<file path="src/rtl/evts_pkg.sv">
package evts_pkg;
    localparam int SEC_W  = 7;
    localparam int MIN_W  = 7;
    localparam int HR_W   = 6;
    localparam int DAY_W  = 6;
    localparam int MON_W  = 5;
    localparam int YR_W   = 8;
    localparam int REC_W  = SEC_W + MIN_W + HR_W + DAY_W + MON_W + YR_W;
    localparam int NSLOT  = 3;
    localparam int CODE_W = 3;

    typedef enum logic [1:0] {SRC_NONE, SRC_PIN, SRC_BAT, SRC_MAIN} src_e;

    typedef struct packed {
        src_e src;
        logic keep_first;
    } slot_cfg_t;

    typedef enum logic {SLOT_EMPTY, SLOT_HELD} slot_st_e;

    // Field position and width of each slot's mode code (a neighbour decodes them)
    function automatic int code_lsb(input int kind);
        return (kind == 0) ? 0 : (kind == 1) ? 2 : 6;
    endfunction

    function automatic int code_width(input int kind);
        return (kind == 1) ? 3 : 2;
    endfunction

    function automatic slot_cfg_t decode_mode(input int kind, input logic [CODE_W-1:0] code);
        slot_cfg_t c;
        c.src        = SRC_NONE;
        c.keep_first = 1'b0;
        if (kind == 0) begin
            case (code)
                3'd1: begin c.src = SRC_PIN;  c.keep_first = 1'b1; end
                3'd2: begin c.src = SRC_PIN;  c.keep_first = 1'b0; end
                default: ;
            endcase
        end else if (kind == 1) begin
            case (code)
                3'd1: begin c.src = SRC_BAT;  c.keep_first = 1'b1; end
                3'd2: begin c.src = SRC_BAT;  c.keep_first = 1'b0; end
                3'd3: begin c.src = SRC_MAIN; c.keep_first = 1'b0; end
                3'd4: begin c.src = SRC_PIN;  c.keep_first = 1'b1; end
                3'd5: begin c.src = SRC_PIN;  c.keep_first = 1'b0; end
                default: ;
            endcase
        end else begin
            case (code)
                3'd1: begin c.src = SRC_BAT;  c.keep_first = 1'b1; end
                3'd2: begin c.src = SRC_BAT;  c.keep_first = 1'b0; end
                3'd3: begin c.src = SRC_MAIN; c.keep_first = 1'b0; end
                default: ;
            endcase
        end
        return c;
    endfunction
endpackage

</file>
<file path="src/rtl/evts_pin_edge.sv">
// Synchroniser chain plus polarity-selectable edge detector for the timestamp pin
module evts_pin_edge #(
    parameter int SYNC_STAGES = 2
) (
    input  logic clk,
    input  logic rst_n,
    input  logic pin,
    input  logic sense_fall,
    output logic edge_hit
);
    logic [SYNC_STAGES-1:0] chain;
    logic                   prev;
    logic                   level;

    assign level = chain[SYNC_STAGES-1];

    always_ff @(posedge clk or negedge rst_n) begin
        if (!rst_n) begin
            chain <= '0;
            prev  <= 1'b0;
        end else begin
            chain <= {chain[SYNC_STAGES-2:0], pin};
            prev  <= level;
        end
    end

    always_comb begin
        if (sense_fall) edge_hit = prev & ~level;
        else            edge_hit = ~prev & level;
    end
endmodule

</file>
<file path="src/rtl/evts_slot.sv">
// One capture slot: SLOT_EMPTY / SLOT_HELD machine with first/last retention
module evts_slot
    import evts_pkg::*;
#(
    parameter int KIND    = 0,
    parameter int FIELD_W = 2
) (
    input  logic               clk,
    input  logic               rst_n,
    input  logic               clr,
    input  logic [FIELD_W-1:0] mode_code,
    input  logic               pin_ev,
    input  logic               bat_ev,
    input  logic               main_ev,
    input  logic [REC_W-1:0]   live_rec,
    output logic [REC_W-1:0]   snap,
    output logic               held
);
    slot_st_e         st_q, st_d;
    slot_cfg_t        cfg;
    logic [CODE_W-1:0] code_ext;
    logic             hit;
    logic             take;

    always_comb begin
        code_ext              = '0;
        code_ext[FIELD_W-1:0] = mode_code;
    end

    assign cfg = decode_mode(KIND, code_ext);

    always_comb begin
        unique case (cfg.src)
            SRC_PIN:  hit = pin_ev;
            SRC_BAT:  hit = bat_ev;
            SRC_MAIN: hit = main_ev;
            default:  hit = 1'b0;
        endcase
    end

    // Transitions: CAPTURE_FIRST, OVERWRITE, IGNORE, CLEAR
    always_comb begin
        st_d = st_q;
        take = 1'b0;
        unique case (st_q)
            SLOT_EMPTY: begin
                if (clr) begin
                    st_d = SLOT_EMPTY;
                end else if (hit) begin
                    st_d = SLOT_HELD;
                    take = 1'b1;
                end
            end
            SLOT_HELD: begin
                if (clr) begin
                    st_d = SLOT_EMPTY;
                end else if (hit && !cfg.keep_first) begin
                    take = 1'b1;
                end
            end
            default: st_d = SLOT_EMPTY;
        endcase
    end

    always_ff @(posedge clk or negedge rst_n) begin
        if (!rst_n) st_q <= SLOT_EMPTY;
        else        st_q <= st_d;
    end

    always_ff @(posedge clk or negedge rst_n) begin
        if (!rst_n)    snap <= '0;
        else if (clr)  snap <= '0;
        else if (take) snap <= live_rec;
    end

    assign held = (st_q == SLOT_HELD);
endmodule

</file>
<file path="src/rtl/evts_capture.sv">
module evts_capture
    import evts_pkg::*;
#(
    parameter int SYNC_STAGES = 2
) (
    input  logic             clk,
    input  logic             rst_n,
    input  logic [7:0]       ts_mode,
    input  logic             ts_sense,
    input  logic             ts_pin,
    input  logic             bat_enter,
    input  logic             main_return,
    input  logic             ts_clear,
    input  logic [SEC_W-1:0] live_sec,
    input  logic [MIN_W-1:0] live_min,
    input  logic [HR_W-1:0]  live_hour,
    input  logic [DAY_W-1:0] live_day,
    input  logic [MON_W-1:0] live_mon,
    input  logic [YR_W-1:0]  live_year,
    output logic [REC_W-1:0] snap1,
    output logic [REC_W-1:0] snap2,
    output logic [REC_W-1:0] snap3,
    output logic [NSLOT-1:0] ts_flags
);
    logic [REC_W-1:0] live_rec;
    logic             pin_ev;
    logic [REC_W-1:0] snap_arr [NSLOT];
    logic             unused_mode_gap;

    assign live_rec        = {live_year, live_mon, live_day, live_hour, live_min, live_sec};
    assign unused_mode_gap = ts_mode[5];

    evts_pin_edge #(.SYNC_STAGES(SYNC_STAGES)) u_pin (
        .clk        (clk),
        .rst_n      (rst_n),
        .pin        (ts_pin),
        .sense_fall (ts_sense),
        .edge_hit   (pin_ev)
    );

    for (genvar k = 0; k < NSLOT; k++) begin : g_slot
        localparam int LSB = code_lsb(k);
        localparam int FW  = code_width(k);
        evts_slot #(.KIND(k), .FIELD_W(FW)) u_slot (
            .clk       (clk),
            .rst_n     (rst_n),
            .clr       (ts_clear),
            .mode_code (ts_mode[LSB +: FW]),
            .pin_ev    (pin_ev),
            .bat_ev    (bat_enter),
            .main_ev   (main_return),
            .live_rec  (live_rec),
            .snap      (snap_arr[k]),
            .held      (ts_flags[k])
        );
    end

    assign snap1 = snap_arr[0];
    assign snap2 = snap_arr[1];
    assign snap3 = snap_arr[2];
endmodule

</file>
<file path="config.mk">
export PLATFORM = sky130hd
export DESIGN_NAME = evts_capture
export DESIGN_NICKNAME = d
export VERILOG_FILES = /design/src/rtl/evts_pkg.sv /design/src/rtl/evts_pin_edge.sv /design/src/rtl/evts_slot.sv /design/src/rtl/evts_capture.sv
export SDC_FILE = /design/constraint.sdc
export NUM_CORES = 1
export LEC_CHECK = 0
export ABC_AREA = 1
export BUFFER_PORTS_ARGS = -buffer_cell sky130_fd_sc_hd__buf_2
export CAP_MARGIN = 20
export CORE_AREA = 10 10 162 119
export CTS_CLUSTER_SIZE = 16
export DETAILED_ROUTE_END_ITERATION = 10
export DIE_AREA = 0 0 172 129
export GPL_ROUTABILITY_DRIVEN = 0
export PLACE_DENSITY_LB_ADDON = 0.15
export SLEW_MARGIN = 0
export SYNTH_ARGS = -nofsm -noshare
export SYNTH_HDL_FRONTEND = slang
export SYNTH_HIERARCHICAL = 1
export SYNTH_SLANG_ARGS = --single-unit
</file>
<file path="constraint.sdc">
create_clock -name clk -period 1.96 [get_ports clk]
set_clock_uncertainty 0.2 [all_clocks]
set_input_delay 0.294 -clock clk [delete_from_list [all_inputs] [get_ports clk]]
set_output_delay 0.294 -clock clk [all_outputs]
set_load 0.005 [all_outputs]
</file>
==> results.py <==
metrics = {
    "power_and_ir_drop": {
        "finalPower_mw": 6.651,
        "power_density_nw_per_um2": 874.0,
        "irDropWorstVdd_v": 0.0004520,
        "leakagePower_nw": 4.252,
    },
    "placed_design": {
        "place_area_um2": 6648,
        "dp_slack_ns": 0.1247,
        "dpl.hpwl_mm": 13.87,
        "io_buffer_count": 172,
        "dp_cells": 930,
    },
    "grt": {
        "grt_max_degree": 57,
        "grt_use_met2_pct": 27.18,
        "top_usage_layer": "met2",
        "use_met3_pct": 6.599,
        "grt_first_pass_wirelength_mm": 31.49,
        "grt.total_usage_pct": 18.20,
        "grt.met1_usage_pct": 24.08,
        "overflow": 0,
        "grt_pass1_vias": 5534,
        "antenna_found_initial": 3,
    },
    "worst_setup_path": {
        "end_kind": "register",
        "max_stage_delay_ns": 0.38,
        "worstPathCellList": "nand3_1 > nand2_1 > a21oi_1 > nor2_4 > nand3_2 > buf_6 > nand3_1 > nand2_1",
        "critPathMaxFanout": 24,
        "required_ns": 2.12,
        "r2r-start": "u_pin/chain[1]",
        "crit_buf_inv": 1,
        "cp_slowest_cell": "dfrtp_1",
        "crit_path_start_kind": "register",
        "regToRegSetupSlack_ns": 0.23,
        "crit_family": "simple AND/OR/NAND/NOR gates",
        "critical_path_class": "register to register",
        "r2r_end": "g_slot[1].u_slot/snap[21]",
        "ff2ff_path_depth": 8,
        "cp.arrival_ns": 1.88,
    },
    "die": {
        "initial_utilization_pct": 34.35,
        "die_w_um": 172,
        "die-area_um2": 22190,
        "num_io_pins": 174,
        "core_area_um2": 16100,
        "rows": 39,
        "die_height_um": 129,
    },
    "synth": {
        "synth_common_cells": "nand2_1, dfrtp_1, nand4_1",
        "ys.flop_type": "dfrtp_1",
        "synth_edf_count": 0,
        "synth.avg_cell_area_um2": 9.488,
        "synth-seq-cells": 123,
        "yosysTopAreaCell": "dfrtp_1",
        "postSynthCellCount": 583,
        "synth_most_common_cell": "nand2_1",
        "async_reset_ff_share_pct": 100.0,
        "ys_types": 23,
        "netlist_area_um2": 5532,
        "ys_seq_area_share_pct": 55.64,
        "ys_top_cells_by_area": "dfrtp_1, nand4_1, nand3_1",
        "synth_nets": 643,
        "synth_top_area_share_pct": 55.64,
        "ys_warn_count": 6,
    },
    "run": {
        "maxCapViolations": 0,
    },
    "cts": {
        "clock-sinks": 123,
        "cts_root_buf": "clkbuf_16",
        "clock_path_buffers": 2,
        "numCtsBuffers": 17,
        "cts_tree": "done",
        "postCtsSetupBuffers": 0,
        "worstSkewPairLatency_ns": 0.42,
        "htreeDepth": 4,
        "clkSlewWorstSetupHoldPaths_ns": 0.06,
    },
    "timing": {
        "period_needed_ns": 1.726,
        "setup_slack_ns": 0.2345,
        "finalHoldViolCount": 0,
        "fmax_mhz": 579.5,
        "tns_ns": 0,
        "whs_ns": 0.09877,
        "tightest_slew_ns": 0.5499,
        "grt_setup_unrepaired": "false",
        "final_max_slew_viol_count": 0,
        "timing.final.crit_share_pct": 88.04,
        "setup_viol_count_final": 0,
        "slew_headroom_pct": 63.34,
    },
    "run_status": {
        "status": "finished clean",
    },
    "finish": {
        "fin_area_um2": 7610,
        "drive_above_1_share_pct": 32.54,
        "fin_cells": 1003,
        "fin_nets": 846,
        "fin_util_pct": 47.26,
        "syn2layout_area_growth_pct": 37.57,
    },
    "detailed_routing": {
        "ant_nets": 0,
        "drc_errors": 0,
        "vias": 5392,
        "drt_iter0_drc": 295,
        "wl_per_cell_um": 20.10,
        "vias_per_cell": 5.376,
        "totalWireLength_mm": 20.16,
        "first_pass_iters": 5,
    },
    "hold_path": {
        "hold_path_class": "input port to async pin",
    },
}
[worst reg2reg max path, stage by stage, from the launching register on]
cell	delay [ns]
dfrtp_1	0.38
nand3_1	0.09
nand2_1	0.11
a21oi_1	0.28
nor2_4	0.08
nand3_2	0.08
buf_6	0.25
nand3_1	0.12
nand2_1	0.09
[registers in the layout, indices dropped and copies added (netlist names)]
name and cells:
g_slot.u_slot/snap 117, g_slot.u_slot/held 3, u_pin/chain 2, u_pin/prev 1
[how the worst max path moves through the flow]
stage / from / to / slack (ns) / cells after the start
2_1_floorplan: u_pin/chain[1] / g_slot[1].u_slot/snap[10] / 0.31 / 10
3_3_place_gp: ts_sense / g_slot[1].u_slot/snap[3] / 0.17 / 10
3_5_place_dp: ts_sense / g_slot[1].u_slot/snap[6] / 0.12 / 10
4_1_cts: u_pin/chain[1] / g_slot[1].u_slot/snap[6] / 0.14 / 8
5_1_grt: u_pin/chain[1] / g_slot[1].u_slot/snap[8] / 0.05 / 9
6_report: u_pin/chain[1] / g_slot[1].u_slot/snap[21] / 0.23 / 8
[timing repair]
item	CTS	global route
setup endpoints to repair	0	6
hold endpoints to repair	242	0
resized for setup	0	1
hold buffers	42	0
[cell families (layout without fill, tap and decap cells)]
family	after synthesis	in the layout	synth area share, %
AND/OR/NAND/NOR	374	374	35.56
flip-flops	123	123	55.64
buffers and inverters	75	288	6.854
adder cells (fa/ha/maj)	6	6	1.357
AO/OA/AOI/OAI	5	5	0.5881
other	0	2	0
[power by group]
part           switching (mW)  total [mW]  internal [mW]
Combinational           0.576       0.955          0.379
Sequential              0.110        2.82           2.71
Clock                    1.10        2.88           1.77
[layout make-up]
| cell class | count | area (um2) |
|---|---|---|
| fillers | 1524 | 8493 |
| flip-flops and latches | 123 | 3078 |
| multi-input cells | 385 | 2090 |
| repair buffers | 244 | 1592 |
| clock buffers | 21 | 460.4 |
| well taps | 205 | 256.5 |
| clock inverters | 8 | 72.57 |
| inverters | 15 | 56.30 |
| diodes | 2 | 5.005 |
[cell usage in the layout, fill, tap and decap left out]
| cell type | n |
|---|---|
| clkbuf_8 | 2 |
| nand3_1 | 107 |
| nand4_2 | 1 |
| nor2_4 | 3 |
| buf_12 | 6 |
| nand3_2 | 18 |
| nand2_2 | 3 |
| buf_4 | 23 |
| dlygate4sd3_1 | 42 |
| o21ai_1 | 1 |
| nand4_1 | 117 |
| buf_6 | 2 |
| clkinv_1 | 1 |
| inv_2 | 5 |
| clkinvlp_4 | 3 |
| bufinv_16 | 1 |
| clkbuf_16 | 17 |
| inv_1 | 9 |
| a22o_1 | 2 |
| diode_2 | 2 |
| buf_2 | 171 |
| dfrtp_1 | 123 |
| a21oi_1 | 2 |
| nor2_1 | 2 |
| clkbuf_1 | 2 |
| clkinv_2 | 4 |
| nand2_1 | 123 |
| ha_1 | 6 |
[layer usage]
layer  up-vias  part of all wire [%]  routed length [um]
li1       2492                     -                   -
met3        17                   8.8                1778
met2       220                    44                8887
met5         -                 0.060                  12
met1      2661                    46                9330
met4         2                  0.76                 153
Power figures use the tool's default switching activity.
